### config.mk
export PLATFORM = sky130hd
export DESIGN_NAME = mshr_cwf
export DESIGN_NICKNAME = d
export VERILOG_FILES = /design/src/rtl/mshr_cwf_pkg.sv /design/src/rtl/mshr_cwf_lookup.sv /design/src/rtl/mshr_cwf_sequencer.sv /design/src/rtl/mshr_cwf.sv
export SDC_FILE = /design/constraint.sdc
export NUM_CORES = 1
export LEC_CHECK = 0
export BUFFER_PORTS_ARGS = -buffer_cell sky130_fd_sc_hd__buf_4
export CAP_MARGIN = 10
export CORE_MARGIN = 1.5
export CORE_UTILIZATION = 47
export DETAILED_ROUTE_END_ITERATION = 16
export GPL_ROUTABILITY_DRIVEN = 0
export PLACE_DENSITY = 0.74
export SYNTH_ARGS = -nofsm -noshare
export SYNTH_HDL_FRONTEND = slang
export SYNTH_SLANG_ARGS = --single-unit
### constraint.sdc
create_clock -name clk -period 6.9 [get_ports clk]
set_clock_uncertainty 0.15 [all_clocks]
set_input_delay 1.035 -clock clk [delete_from_list [all_inputs] [get_ports clk]]
set_output_delay 1.035 -clock clk [all_outputs]
set_load 0.005 [all_outputs]
### src/rtl/mshr_cwf_pkg.sv
// Shared types for the line-miss tracker.
// Assumes the 2-bit source code set below: requester, prefetcher, snoop.
package mshr_cwf_pkg;
    typedef enum logic [1:0] {
        SRC_REQ   = 2'd0,
        SRC_PF    = 2'd1,
        SRC_SNOOP = 2'd2
    } src_e;
endpackage

### src/rtl/mshr_cwf_lookup.sv
// Associative lookup over all entries: finds the entry that matches on line
// and secure bit, skipping the one under service, and the lowest free entry.
// Assumes at most one matchable entry per line, which allocation keeps true.
module mshr_cwf_lookup #(
    parameter int NUM_ENT = 4,
    parameter int NUM_TGT = 4,
    parameter int LINE_AW = 26,
    localparam int ENT_W  = $clog2(NUM_ENT),
    localparam int CNT_W  = $clog2(NUM_TGT + 1)
) (
    input  logic               clk,
    input  logic               rst_n,
    input  logic               ent_vld  [NUM_ENT],
    input  logic [LINE_AW-1:0] ent_line [NUM_ENT],
    input  logic               ent_sec  [NUM_ENT],
    input  logic [CNT_W-1:0]   ent_cnt  [NUM_ENT],
    input  logic               svc_busy,
    input  logic [ENT_W-1:0]   svc_ent,
    input  logic [LINE_AW-1:0] q_line,
    input  logic               q_sec,
    output logic               hit,
    output logic [ENT_W-1:0]   hit_ent,
    output logic               hit_slots_full,
    output logic               has_free,
    output logic [ENT_W-1:0]   free_ent
);
    logic [NUM_ENT-1:0] hit_vec;

    // Per-entry compare; the entry being serviced never matches.
    for (genvar e = 0; e < NUM_ENT; e++) begin : g_cmp
        assign hit_vec[e] = ent_vld[e] && !(svc_busy && svc_ent == ENT_W'(e))
                            && ent_line[e] == q_line && ent_sec[e] == q_sec;
    end

    // Encode hit index and lowest free index.
    always_comb begin
        hit      = 1'b0;
        hit_ent  = '0;
        has_free = 1'b0;
        free_ent = '0;
        for (int e = NUM_ENT - 1; e >= 0; e--) begin
            if (hit_vec[e]) begin
                hit     = 1'b1;
                hit_ent = ENT_W'(e);
            end
            if (!ent_vld[e]) begin
                has_free = 1'b1;
                free_ent = ENT_W'(e);
            end
        end
    end

    assign hit_slots_full = ent_cnt[hit_ent] == CNT_W'(NUM_TGT);

    // a line never matches two entries at once.
    a_r1_unique_match: assert property (@(posedge clk) disable iff (!rst_n)
        $onehot0(hit_vec));
endmodule

### src/rtl/mshr_cwf_sequencer.sv
// Fill servicer: on an accepted fill, steps through the entry's targets one
// per cycle and produces either a timed response or a prefetch mark.
// Assumes the target count of the serviced entry is stable during service.
module mshr_cwf_sequencer #(
    parameter int NUM_ENT    = 4,
    parameter int NUM_TGT    = 4,
    parameter int LINE_AW    = 26,
    parameter int LINE_BYTES = 64,
    parameter int TAG_W      = 4,
    parameter int DLY_W      = 8,
    parameter int RSP_LAT    = 2,
    parameter int PAY_LAT    = 3,
    localparam int ENT_W = $clog2(NUM_ENT),
    localparam int IDX_W = $clog2(NUM_TGT),
    localparam int CNT_W = $clog2(NUM_TGT + 1),
    localparam int OFF_W = $clog2(LINE_BYTES)
) (
    input  logic               clk,
    input  logic               rst_n,
    input  logic               fill_valid,
    input  logic [ENT_W-1:0]   fill_entry,
    input  logic               fill_error,
    input  logic               fill_ent_vld,
    input  logic [CNT_W-1:0]   cur_cnt,
    input  logic [OFF_W-1:0]   cur_off,
    input  logic [OFF_W-1:0]   ref_off,
    input  logic               cur_pf,
    input  logic [TAG_W-1:0]   cur_tag,
    input  logic [LINE_AW-1:0] cur_line,
    output logic               busy,
    output logic [ENT_W-1:0]   svc_ent,
    output logic [IDX_W-1:0]   svc_idx,
    output logic               done,
    output logic               fill_ready,
    output logic               rsp_valid,
    output logic [TAG_W-1:0]   rsp_tag,
    output logic [OFF_W-1:0]   rsp_offset,
    output logic [DLY_W-1:0]   rsp_delay,
    output logic               rsp_error,
    output logic               pf_valid,
    output logic [LINE_AW-1:0] pf_line
);
    logic             err_q;
    logic             last;
    logic [OFF_W-1:0] xfer;

    assign last = (CNT_W'(svc_idx) + CNT_W'(1)) == cur_cnt;
    assign done = busy && last;
    assign fill_ready = !busy;

    // Service state: start on an accepted fill, advance one target per cycle.
    always_ff @(posedge clk) begin
        if (!rst_n) begin
            busy    <= 1'b0;
            svc_ent <= '0;
            svc_idx <= '0;
            err_q   <= 1'b0;
        end else if (!busy) begin
            if (fill_valid && fill_ent_vld) begin
                busy    <= 1'b1;
                svc_ent <= fill_entry;
                svc_idx <= '0;
                err_q   <= fill_error;
            end
        end else begin
            if (last) busy <= 1'b0;
            svc_idx <= svc_idx + IDX_W'(1);
        end
    end

    // Wrapped distance from the critical word; the width makes it modulo the line.
    assign xfer = cur_off - ref_off;

    // Output of the current target.
    always_comb begin
        rsp_valid  = busy && !cur_pf;
        pf_valid   = busy && cur_pf;
        rsp_tag    = cur_tag;
        rsp_offset = cur_off;
        rsp_error  = err_q;
        pf_line    = cur_line;
        rsp_delay  = (xfer == '0) ? DLY_W'(RSP_LAT) : DLY_W'(RSP_LAT + PAY_LAT);
    end

    // a response delay is one of the two legal values.
    a_r5_delay_legal: assert property (@(posedge clk) disable iff (!rst_n)
        rsp_valid |-> (rsp_delay == DLY_W'(RSP_LAT) || rsp_delay == DLY_W'(RSP_LAT + PAY_LAT)));
    // no new fill is taken while one is in service.
    a_r7_busy_blocks: assert property (@(posedge clk) disable iff (!rst_n)
        (busy && !last) |=> busy && $stable(svc_ent));
endmodule

### src/rtl/mshr_cwf.sv
// Line-miss tracker top: holds the entries and their ordered target lists,
// answers the allocate/merge lookup, and hands accepted fills to the servicer.
// Assumes one request and one fill per cycle at most.
module mshr_cwf
    import mshr_cwf_pkg::*;
#(
    parameter int NUM_ENT    = 4,
    parameter int NUM_TGT    = 4,
    parameter int LINE_AW    = 26,
    parameter int LINE_BYTES = 64,
    parameter int TAG_W      = 4,
    parameter int DLY_W      = 8,
    parameter int RSP_LAT    = 2,
    parameter int PAY_LAT    = 3,
    localparam int ENT_W = $clog2(NUM_ENT),
    localparam int IDX_W = $clog2(NUM_TGT),
    localparam int CNT_W = $clog2(NUM_TGT + 1),
    localparam int OFF_W = $clog2(LINE_BYTES)
) (
    input  logic               clk,
    input  logic               rst_n,
    input  logic               req_valid,
    input  logic [LINE_AW-1:0] req_line,
    input  logic               req_secure,
    input  logic [OFF_W-1:0]   req_offset,
    input  logic [1:0]         req_src,
    input  logic [TAG_W-1:0]   req_tag,
    output logic               req_full,
    output logic [ENT_W-1:0]   req_entry,
    output logic               req_new,
    output logic               src_err,
    input  logic               fill_valid,
    input  logic [ENT_W-1:0]   fill_entry,
    input  logic               fill_error,
    output logic               fill_ready,
    output logic               rsp_valid,
    output logic [TAG_W-1:0]   rsp_tag,
    output logic [OFF_W-1:0]   rsp_offset,
    output logic [DLY_W-1:0]   rsp_delay,
    output logic               rsp_error,
    output logic               pf_valid,
    output logic [LINE_AW-1:0] pf_line
);
    logic               ent_vld  [NUM_ENT];
    logic [LINE_AW-1:0] ent_line [NUM_ENT];
    logic               ent_sec  [NUM_ENT];
    logic [CNT_W-1:0]   ent_cnt  [NUM_ENT];
    logic [OFF_W-1:0]   tgt_off  [NUM_ENT][NUM_TGT];
    logic               tgt_pf   [NUM_ENT][NUM_TGT];
    logic [TAG_W-1:0]   tgt_tag  [NUM_ENT][NUM_TGT];

    logic             hit, hit_full, has_free, is_snoop, accept;
    logic [ENT_W-1:0] hit_ent, free_ent, svc_ent;
    logic [IDX_W-1:0] svc_idx;
    logic             svc_busy, svc_done;

    mshr_cwf_lookup #(.NUM_ENT(NUM_ENT), .NUM_TGT(NUM_TGT), .LINE_AW(LINE_AW)) u_lookup (
        .clk(clk), .rst_n(rst_n),
        .ent_vld(ent_vld), .ent_line(ent_line), .ent_sec(ent_sec), .ent_cnt(ent_cnt),
        .svc_busy(svc_busy), .svc_ent(svc_ent),
        .q_line(req_line), .q_sec(req_secure),
        .hit(hit), .hit_ent(hit_ent), .hit_slots_full(hit_full),
        .has_free(has_free), .free_ent(free_ent)
    );

    // Request decision: merge, allocate or stall.
    always_comb begin
        is_snoop  = req_src == SRC_SNOOP;
        req_new   = !hit;
        req_entry = hit ? hit_ent : free_ent;
        req_full  = hit ? hit_full : !has_free;
        accept    = req_valid && !req_full && !is_snoop;
    end

    // Flag an illegal snoop-source request one cycle later.
    always_ff @(posedge clk) begin
        if (!rst_n) src_err <= 1'b0;
        else        src_err <= req_valid && is_snoop;
    end

    // Per-entry storage: release on service end, allocate or append on accept.
    for (genvar e = 0; e < NUM_ENT; e++) begin : g_ent
        logic [IDX_W-1:0] slot;
        assign slot = req_new ? '0 : ent_cnt[e][IDX_W-1:0];

        always_ff @(posedge clk) begin
            if (!rst_n) begin
                ent_vld[e] <= 1'b0;
                ent_cnt[e] <= '0;
            end else if (svc_done && svc_ent == ENT_W'(e)) begin
                ent_vld[e] <= 1'b0;
                ent_cnt[e] <= '0;
            end else if (accept && req_entry == ENT_W'(e)) begin
                if (req_new) begin
                    ent_vld[e]  <= 1'b1;
                    ent_line[e] <= req_line;
                    ent_sec[e]  <= req_secure;
                    ent_cnt[e]  <= CNT_W'(1);
                end else begin
                    ent_cnt[e]  <= ent_cnt[e] + CNT_W'(1);
                end
                tgt_off[e][slot] <= req_offset;
                tgt_pf[e][slot]  <= req_src == SRC_PF;
                tgt_tag[e][slot] <= req_tag;
            end
        end

        // a stalled request leaves this entry's target count alone.
        a_r3_stall_no_write: assert property (@(posedge clk) disable iff (!rst_n)
            (req_valid && req_full && !(svc_done && svc_ent == ENT_W'(e))) |=> $stable(ent_cnt[e]));
        // a snoop-source request leaves this entry's target count alone.
        a_r8_snoop_no_write: assert property (@(posedge clk) disable iff (!rst_n)
            (req_valid && is_snoop && !(svc_done && svc_ent == ENT_W'(e))) |=> $stable(ent_cnt[e]));
    end

    mshr_cwf_sequencer #(
        .NUM_ENT(NUM_ENT), .NUM_TGT(NUM_TGT), .LINE_AW(LINE_AW), .LINE_BYTES(LINE_BYTES),
        .TAG_W(TAG_W), .DLY_W(DLY_W), .RSP_LAT(RSP_LAT), .PAY_LAT(PAY_LAT)
    ) u_seq (
        .clk(clk), .rst_n(rst_n),
        .fill_valid(fill_valid), .fill_entry(fill_entry), .fill_error(fill_error),
        .fill_ent_vld(ent_vld[fill_entry]),
        .cur_cnt(ent_cnt[svc_ent]), .cur_off(tgt_off[svc_ent][svc_idx]),
        .ref_off(tgt_off[svc_ent][0]), .cur_pf(tgt_pf[svc_ent][svc_idx]),
        .cur_tag(tgt_tag[svc_ent][svc_idx]), .cur_line(ent_line[svc_ent]),
        .busy(svc_busy), .svc_ent(svc_ent), .svc_idx(svc_idx), .done(svc_done),
        .fill_ready(fill_ready),
        .rsp_valid(rsp_valid), .rsp_tag(rsp_tag), .rsp_offset(rsp_offset),
        .rsp_delay(rsp_delay), .rsp_error(rsp_error),
        .pf_valid(pf_valid), .pf_line(pf_line)
    );

    // a fresh allocation holds exactly one target on the next cycle.
    a_r2_alloc_one: assert property (@(posedge clk) disable iff (!rst_n)
        (accept && req_new) |=> ent_cnt[$past(req_entry)] == CNT_W'(1));
    // the servicer only ever works on a valid entry.
    a_r4_svc_valid: assert property (@(posedge clk) disable iff (!rst_n)
        svc_busy |-> ent_vld[svc_ent]);
    // the entry is released right after its last target.
    a_r7_release: assert property (@(posedge clk) disable iff (!rst_n)
        svc_done |=> !ent_vld[$past(svc_ent)]);
endmodule

==> impl_metrics.toml, run 1 <==
[synth]
syn_area_um2 = 14000
synthCells = 857
synth_commonest_cells = "edfxtp_1 (284), xnor2_1 (88), mux4_2 (85), nand4_1 (46), nand2_1 (32)"
synth_edf_count = 284
ys_types = 66
async_reset_ff_share_pct = 0
synth-seq-cells = 309
ys.warnings.count = 0
avgSynthCellArea_um2 = 16.4
synth_area_leader_cell = "edfxtp_1"
ys_top_cells_by_area = "edfxtp_1 (61%), mux4_2 (14%), xnor2_1 (5.5%)"
ys.flop_type = "edfxtp_1"
synth_top_area_share_pct = 60.7
synth_seq_area_share_pct = 64.3
synth_most_common_cell = "edfxtp_1"

[clock_tree]
root_buffer = "clkbuf_16"
postCtsSetupBuffers = 0
numCtsBuffers = 34
clk_latency_ns = 0.52
clkTransAtPathRegs_ns = 0.06
cts_tree = "built"
cts_hold_buf = 0
cts_sinks = 309
post_cts_resized = 0
htree_levels = 2
clockBufferDepth = 3

[power]
leakagePower_nw = 5.17
power_density_nw_per_um2 = 252
power_mw = 4.11
ir_drop_mv = 0.231

[global_route]
grt_pass1_vias = 8281
grt_usage_pct = 22.0
grt_pass1_wl_mm = 50.3
grt_max_degree = 38
antenna_found_initial = 0
gr-total-overflow = 0

[timing]
fmax_mhz = 181
period_needed_ns = 5.54
final_hold_viol_count = 0
rsz0062_at_grt = "no"
max_slew.worst_pin.slew_ns = 1.26
setup_slack_ns = 1.36
setup-tns-final_ns = 0
drv_slew = 0
min_period_over_period_pct = 80.3
setup_viol = 0
max-slew-margin-rel_pct = 15.7

[critical_path]
reg2reg_setup_slack_ns = 2.06
cp-start-kind = "flip-flop"
path_cells = "buf_4, mux4_2, mux4_2, ha_1, a21oi_1, o21bai_1, a21o_1, o31ai_1, o2111ai_1, inv_1, buf_4"
worst-path-buf-inv = 3
end_kind = "primary output"
crit_fanout = 21
crit_slowest_cell = "dfxtp_2"
cp_slowest_stage_delay_ns = 0.82
cp_top_family = "multiplexers"
critical_path_arrival_ns = 4.35
worstReg2RegEnd = "tgt_off[3][18]$_DFFE_PP_"
required_ns = 5.71
reg2reg_from = "u_seq.svc_ent[0]$_SDFFE_PN0P_"
rr_worst_depth = 9
crit_type = "flip-flop to primary output"

[min_path]
min_from = "u_seq.rsp_error$_SDFFE_PN0P_"
hp-class = "flip-flop to flip-flop"
hold_end = "u_seq.rsp_error$_SDFFE_PN0P_"
min_path_cells = 2

[finish]
final_layout_size_suffix_gt1_share_pct = 28.2
fillers = 2278
diodes = 0
area_growth_pct = 16.0
nets = 1018

[routing]
routed_wl_mm = 33.4
drt_iter0_drc = 746
final_antenna_net_count = 0
vias = 8288
drc_errors = 0
viasPerCell = 6.03
wl_per_cell_um = 24.3
firstDrtPassIters = 5

[floorplanning]
fp.dieH_um = 176
dieArea_um2 = 30900
num_rows = 63
initial_core_util_pct = 47.5
die_x_um = 176
io_pins = 99
core_region_area_um2 = 29600

[run]
maxCapViolations = 0

[run_status]
run_status = "finished clean"

[placed_design]
hpwl_mm = 22.5
numPortBuffers = 93
pre_cts_ws_ns = 1.54
## area by class of cell
cell class | instances | area [um^2] | share of cell area, %
repair buffers | 111 | 833 | 5.12
multi-input cells | 485 | 4800 | 29.5
flip-flops and latches | 309 | 9030 | 55.5
clock buffers | 42 | 902 | 5.54
inverters | 21 | 78.8 | 0.484
clock inverters | 16 | 150 | 0.922
well taps | 390 | 488 | 3.00
## per-stage QoR
step	instance area (um^2)	hold slack, ns	instances	utilization (%)
finish	16300	0.370	1374	55.1
global route	16300	0.384	1374	55.1
CTS	16300	0.370	1374	55.1
detailed placement	15200	0.360	1316	51.6
global placement	15200	0.346	1315	51.5
floorplan	14100	0.311	861	-
## layer usage
layer  vias to the layer above  track usage (%)  routed length, um
met5                         -                0                  0
met4                         0             7.23               1040
met3                        76             3.83               2090
met2                       351             37.3              16800
met1                      4243             28.8              13500
li1                       3618                -                  -
## power by group
| part | total, mW | internal (mW) | switching, mW |
|---|---|---|---|
| sequential | 2.10 | 2.07 | 0.0268 |
| combinational | 0.284 | 0.128 | 0.156 |
| clock | 1.73 | 1.01 | 0.720 |
## how the worst max path moves through the flow
stage / startpoint / to / slack, ns / depth (start not counted)
final: flip-flop / rsp_delay[1] / 1.36 / 11
after global routing: flip-flop / rsp_delay[1] / 1.04 / 11
after CTS: flip-flop / rsp_delay[1] / 1.29 / 11
after detailed placement: req_line[0] / tgt_off[3][3]$_DFFE_PP_ / 1.54 / 10
after global placement: req_line[3] / tgt_pf[3][2]$_DFFE_PP_ / 1.51 / 10
after floorplan: flip-flop / rsp_delay[2] / 1.58 / 12
## state kept, by name (all words and copies together), names as in the netlist, 2 cells and up, named ones only
signal,flops
u_seq.svc_idx,2
ent_line,104
tgt_off,96
tgt_pf,16
ent_cnt,12
tgt_tag,64
ent_vld,4
ent_sec,4
u_seq.svc_ent,2
## cell families (layout without fill, tap and decap cells)
kind of cell,Yosys count,count (layout),synth area share (%)
adder cells (fa/ha/maj),10,10,0.891
multiplexers,89,89,13.9
flip-flops,309,309,64.3
AO/OA/AOI/OAI,59,59,2.91
XOR/XNOR,113,113,7.31
other,1,5,0.0267
buffers and inverters,67,190,2.20
AND/OR/NAND/NOR,209,209,8.48
## cells in the final DEF (no fill, tap or decap), types with 4 or more instances in the layout
cell         n
clkinv_1     7
a31oi_1      4
xnor2_1     88
nor4_2       6
edfxtp_1   284
xor2_1      20
nand3_1     22
mux2i_1      4
nand2_1     32
xnor2_2      5
nor2_1      24
clkbuf_1     7
nor4_1      15
clkbuf_16   35
ha_1        10
and2_1       6
inv_1       19
o31ai_1      4
nand2b_1     5
mux4_2      85
nand4_1     46
dfxtp_1     21
o211ai_1     4
nor2b_1      5
or4_1        4
o21ai_0      9
a21oi_1     13
dfxtp_2      4
nor2_2       4
and4_1       4
nor3_1       6
conb_1       5
and3_1       7
buf_4      111
## worst register-to-register path, cell delays in order, from the launching register on
cell and delay (ns):
dfxtp_2 0.64, nand3b_1 0.33, nand3_1 0.12, or4_1 0.61
o2bb2a_2 0.34, and3_1 0.30, a211oi_4 0.45, a21oi_2 0.19
or3_4 0.47, nor2_1 0.85
Note: power is estimated with default switching activity, not from simulation.
==> run 2, diff against run 1 <==
- PLACE_DENSITY: 0.74 -> 0.76
- clock period: 6.9 -> 4.9 ns (I/O delays scaled with it)
==> impl_metrics.toml, run 2 (synthesis gave the netlist of run 1 again) <==
[run_status]
run_status = "finished clean"

[routing]
viasPerCell = 6.05
vias = 8415
met3_length_mm = 2.47
drc_errors = 0
firstDrtPassIters = 7
wl_met2_mm = 17.4
final_antenna_net_count = 0
drt_iter0_drc = 810
wl_per_cell_um = 24.5
met1_length_mm = 13.0
top_layer = "met4"
routed_wl_mm = 34.1

[clock_tree]
postCtsSetupBuffers = 0
root_buffer = "clkbuf_16"
clkTransAtPathRegs_ns = 0.06
htree_levels = 2
cts_hold_buf = 0
numCtsBuffers = 34
clk_latency_ns = 0.52
post_cts_resized = 0
cts_tree = "built"
clockBufferDepth = 3
cts_sinks = 309

[placed_design]
hpwl_mm = 23.2
dpl_cell_area_um2 = 15400
dp_cells = 1332
pre_cts_ws_ns = 0.421
numPortBuffers = 93

[finish]
final_common_cell = "edfxtp_1"
post-route-util_pct = 55.7
top_regs = "ent_line (104), tgt_off (96), tgt_tag (64)"
nets = 1034
largest_reg_flops = 104
final_cell_mix = "edfxtp_1 (284), buf_4 (125), xnor2_1 (88)"
final_cells = 1392
diodes = 0
final_cell_area_um2 = 16500
final_layout_size_suffix_gt1_share_pct = 29.0
largest-register = "ent_line"
area_growth_pct = 17.2

[timing]
max-slew-margin-rel_pct = 40.9
max_slew.worst_pin.slew_ns = 0.885
min_period_over_period_pct = 94.4
holdWs_ns = 0.325
period_needed_ns = 4.62
fmax_mhz = 216
setup-tns-final_ns = 0
final_hold_viol_count = 0
drv_slew = 0
setup_slack_ns = 0.276
rsz0062_at_grt = "no"
setup_viol = 0

[global_route]
grt_pass1_vias = 8583
grt_pass1_wl_mm = 51.8
grt_usage_pct = 22.6
antenna_found_initial = 0
gr-total-overflow = 0
grt_max_degree = 28

[floorplanning]
num_rows = 63
initial_core_util_pct = 47.5
io_pins = 99
die_x_um = 176
fp.dieH_um = 176
dieArea_um2 = 30900
core_region_area_um2 = 29600

[min_path]
hp-class = "primary input to flip-flop"

[power]
power_mw = 5.87
power_density_nw_per_um2 = 356
ir_drop_mv = 0.313
leakagePower_nw = 5.26

[critical_path]
crit_fanout = 16
critical_path_arrival_ns = 3.74
crit_type = "flip-flop to primary output"
end_kind = "primary output"
cp-start-kind = "flip-flop"
required_ns = 4.01

[run]
maxCapViolations = 0
## run 2: per-layer routing
layer  GRT usage, %  vias up
met5              0        -
met4           8.08        0
met3           4.09       89
met2           39.0      429
met1           28.6     4247
li1               -     3650
## run 2: final cells by class
| cell class | count | area, um^2 |
|---|---|---|
| Clock buffer | 42 | 902 |
| Clock inverter | 18 | 189 |
| Fill cell | 2267 | 13100 |
| Inverter | 21 | 78.8 |
| Multi-Input combinational cell | 485 | 4800 |
| Sequential cell | 309 | 9030 |
| Tap cell | 390 | 488 |
| Timing Repair Buffer | 127 | 978 |
## run 2: critical path, stage by stage, from the launching register on
cell       delay, ns
dfxtp_2         0.49
buf_12          0.23
mux4_2          0.54
mux4_2          0.49
ha_1            0.32
a21oi_1         0.22
o21bai_1        0.09
a21o_1          0.21
o31ai_1         0.23
o2111ai_1       0.21
inv_1           0.09
buf_4           0.10
## run 2: worst paths after layout
path	start	endpoint	cells past startpoint	slack, ns
max	flip-flop	rsp_delay[1]	11	0.28
min	req_line[24]	ent_line[102]$_DFFE_PP_	1	0.32
max reg2reg	ent_line[49]$_DFFE_PP_	tgt_tag[3][7]$_DFFE_PP_	10	0.73
min reg2reg	u_seq.rsp_error$_SDFFE_PN0P_	u_seq.rsp_error$_SDFFE_PN0P_	2	0.37
## run 2: where the power goes
group          switching, mW  internal (mW)
clock                  0.987           1.52
sequential            0.0352           2.91
combinational          0.229          0.184
==> run 3, diff against run 2 <==
- ABC_AREA: not set -> 1
==> impl_metrics.toml, run 3 <==
[global_route]
gr-total-overflow = 0
grt_usage_pct = 26.7
grt_pass1_vias = 12165
grt_pass1_wl_mm = 68.4
antenna_found_initial = 1
grt_max_degree = 89

[clock_tree]
cts_tree = "built"
cts_hold_buf = 0
clkTransAtPathRegs_ns = 0.06
root_buffer = "clkbuf_16"
clockBufferDepth = 3
htree_levels = 2
clk_latency_ns = 0.53
cts_sinks = 309
numCtsBuffers = 35

[finish]
largest-register = "ent_line"
final_cells = 2287
multiInputGateArea_um2 = 5500
register_area_um2 = 9030
top_regs = "ent_line (104), tgt_off (96), tgt_tag (64)"
final_cell_mix = "nand2_1 (516), edfxtp_1 (284), nor2_1 (233)"
final_common_cell = "nand2_1"
fillers = 2805
final_layout_size_suffix_gt1_share_pct = 13.0
largest_reg_flops = 104
area_growth_pct = 15.8
final_cell_area_um2 = 17900
nets = 1875

[power]
power_density_nw_per_um2 = 346
ir_drop_mv = 0.252
leakagePower_nw = 7.56

[floorplanning]
num_rows = 66
dieArea_um2 = 34000
initial_core_util_pct = 47.7
die_x_um = 185
fp.dieH_um = 185
core_region_area_um2 = 32500
io_pins = 99

[timing]
setup-tns-final_ns = 0
setup_viol = 0
fmax_mhz = 224
max-slew-margin-rel_pct = 30.9
max_slew.worst_pin.slew_ns = 1.04
period_needed_ns = 4.46
min_period_over_period_pct = 91.1
final_hold_viol_count = 0
rsz0062_at_grt = "no"
drv_slew = 0

[synth]
ys.warnings.count = 0
async_reset_ff_share_pct = 0
ys_top_cells_by_area = "edfxtp_1 (55%), nand2_1 (13%), nor2_1 (5.6%)"
synth_top_area_share_pct = 55.1
synthAdderAreaFrac_pct = 0.808
ys_types = 44
synth_commonest_cells = "nand2_1 (516), edfxtp_1 (284), nor2_1 (233), inv_1 (198), o21ai_0 (93)"
synth_area_leader_cell = "edfxtp_1"
synthMuxAreaShare_pct = 0
avgSynthCellArea_um2 = 9.07
synth_most_common_cell = "nand2_1"
synth-compound-area-share_pct = 9.77
synth-seq-cells = 309
synth-simple-area-share_pct = 22.9
ys.flop_type = "edfxtp_1"
synth_top_family_by_area = "simple AND/OR/NAND/NOR gates"
synth_seq_area_share_pct = 58.3
synth_xor_area_share_pct = 1.53
syn_area_um2 = 15500
synth_edf_count = 284
synthCells = 1708

[critical_path]
cp-start-kind = "flip-flop"
crit_slowest_cell = "inv_2"
required_ns = 4.01
worst-path-buf-inv = 4
critical_path_arrival_ns = 3.58
cp_top_family = "buffers and inverters"
path_cells = "inv_2, buf_4, nand2_1, a32o_1, nand2_1, nand3_1, nand2_1, ha_1, a21oi_1, o21bai_1, a21o_1, xor2_1, nor4_1, nand2_1, inv_1, buf_4"
cp_slowest_stage_delay_ns = 0.37
end_kind = "primary output"
crit_fanout = 31
crit_type = "flip-flop to primary output"
cp_common_cell = "nand2_1"

[run_status]
run_status = "finished clean"

[routing]
final_antenna_net_count = 0
viasPerCell = 5.71
drc_errors = 0
wl_per_cell_um = 19.9
routed_wl_mm = 45.5
vias = 13051
firstDrtPassIters = 6
drt_iter0_drc = 1729

[placed_design]
dpl_cell_area_um2 = 16800
dp_cells = 2224
numPortBuffers = 93
hpwl_mm = 30.8

[run]
maxCapViolations = 0

[min_path]
hp-class = "primary input to flip-flop"
## run 3: cell count changes after synthesis, moves of 33 or more
cell,change
nand4_1,-33
xnor2_1,-72
inv_1,+179
mux4_2,-85
o21ai_0,+84
nor2_1,+205
nand2_1,+484
o221ai_1,+48
## run 3: cell families (layout without fill, tap and decap cells)
| group | Yosys count | in the layout |
|---|---|---|
| fa+ha+maj | 10 | 10 |
| other cells | 1 | 6 |
| compound gates | 232 | 232 |
| simple gates | 864 | 864 |
| xor+xnor | 27 | 27 |
| buf+inv | 265 | 397 |
| flops | 309 | 309 |
## run 3: layout make-up
cell class | count | share of cell area [%]
Sequential cell | 309 | 50.4
Multi-Input combinational cell | 1138 | 30.7
Timing Repair Buffer | 127 | 5.34
Clock buffer | 40 | 4.99
Inverter | 208 | 4.35
Tap cell | 442 | 3.08
Clock inverter | 22 | 1.15
Antenna cell | 1 | 0.0140
## run 3: final timing paths
| path | cells past startpoint | start | slack [ns] | to |
|---|---|---|---|---|
| setup reg to reg | 21 | u_seq.svc_ent[0]$_SDFFE_PN0P_ | 0.91 | ent_line[77]$_DFFE_PP_ |
| setup / recovery | 16 | flip-flop | 0.44 | rsp_delay[1] |
| hold / removal | 1 | req_line[12] | 0.30 | ent_line[90]$_DFFE_PP_ |
| hold reg to reg | 2 | u_seq.rsp_error$_SDFFE_PN0P_ | 0.38 | u_seq.rsp_error$_SDFFE_PN0P_ |
## run 3: power by group
group	internal, mW	leakage (nW)	switching, mW
Combinational	0.254	4.25	0.467
Sequential	2.92	2.77	0.0325
Clock	1.44	0.545	1.09
## run 3: worst register-to-register path: stages (launching register included)
cell and delay (ns):
dfxtp_1 0.43, nand2_2 0.47, nor2_2 0.32, nor2_1 0.10, nand2_1 0.07, nor2_1 0.06
nand2_1 0.09, inv_1 0.04, nand2_1 0.05, nand2_1 0.07, inv_2 0.09, nand2_4 0.12
inv_2 0.24, nand2_2 0.10, nand2_4 0.10, inv_2 0.07, nor2_4 0.13, nand3_2 0.20
nor2_1 0.14, nand2_1 0.10, inv_1 0.06, buf_4 0.42
## run 3: metrics by stage
step	hold WS [ns]	util (%)	setup slack (ns)	power [mW]
finish	0.297	55.2	0.438	6.20
global placement	0.356	51.8	1.03	3.69
CTS	0.286	55.2	0.305	6.21
floorplan	0.307	-	0.881	3.40
detailed placement	0.370	51.8	0.865	3.71
global route	0.292	55.2	0.179	6.40
## run 3: timing repair
| action | CTS | global route |
|---|---|---|
| gates resized for setup | 0 | 1 |
| buffers inserted | 0 | 0 |
| setup endpoints to repair | 0 | 2 |
## run 3: per-layer routing
layer | GRT usage (%) | part of all wire [%]
met1 | 36.8 | 40
met2 | 40.6 | 43
met3 | 5.51 | 12
met4 | 12.3 | 5.0
met5 | 0 | 0
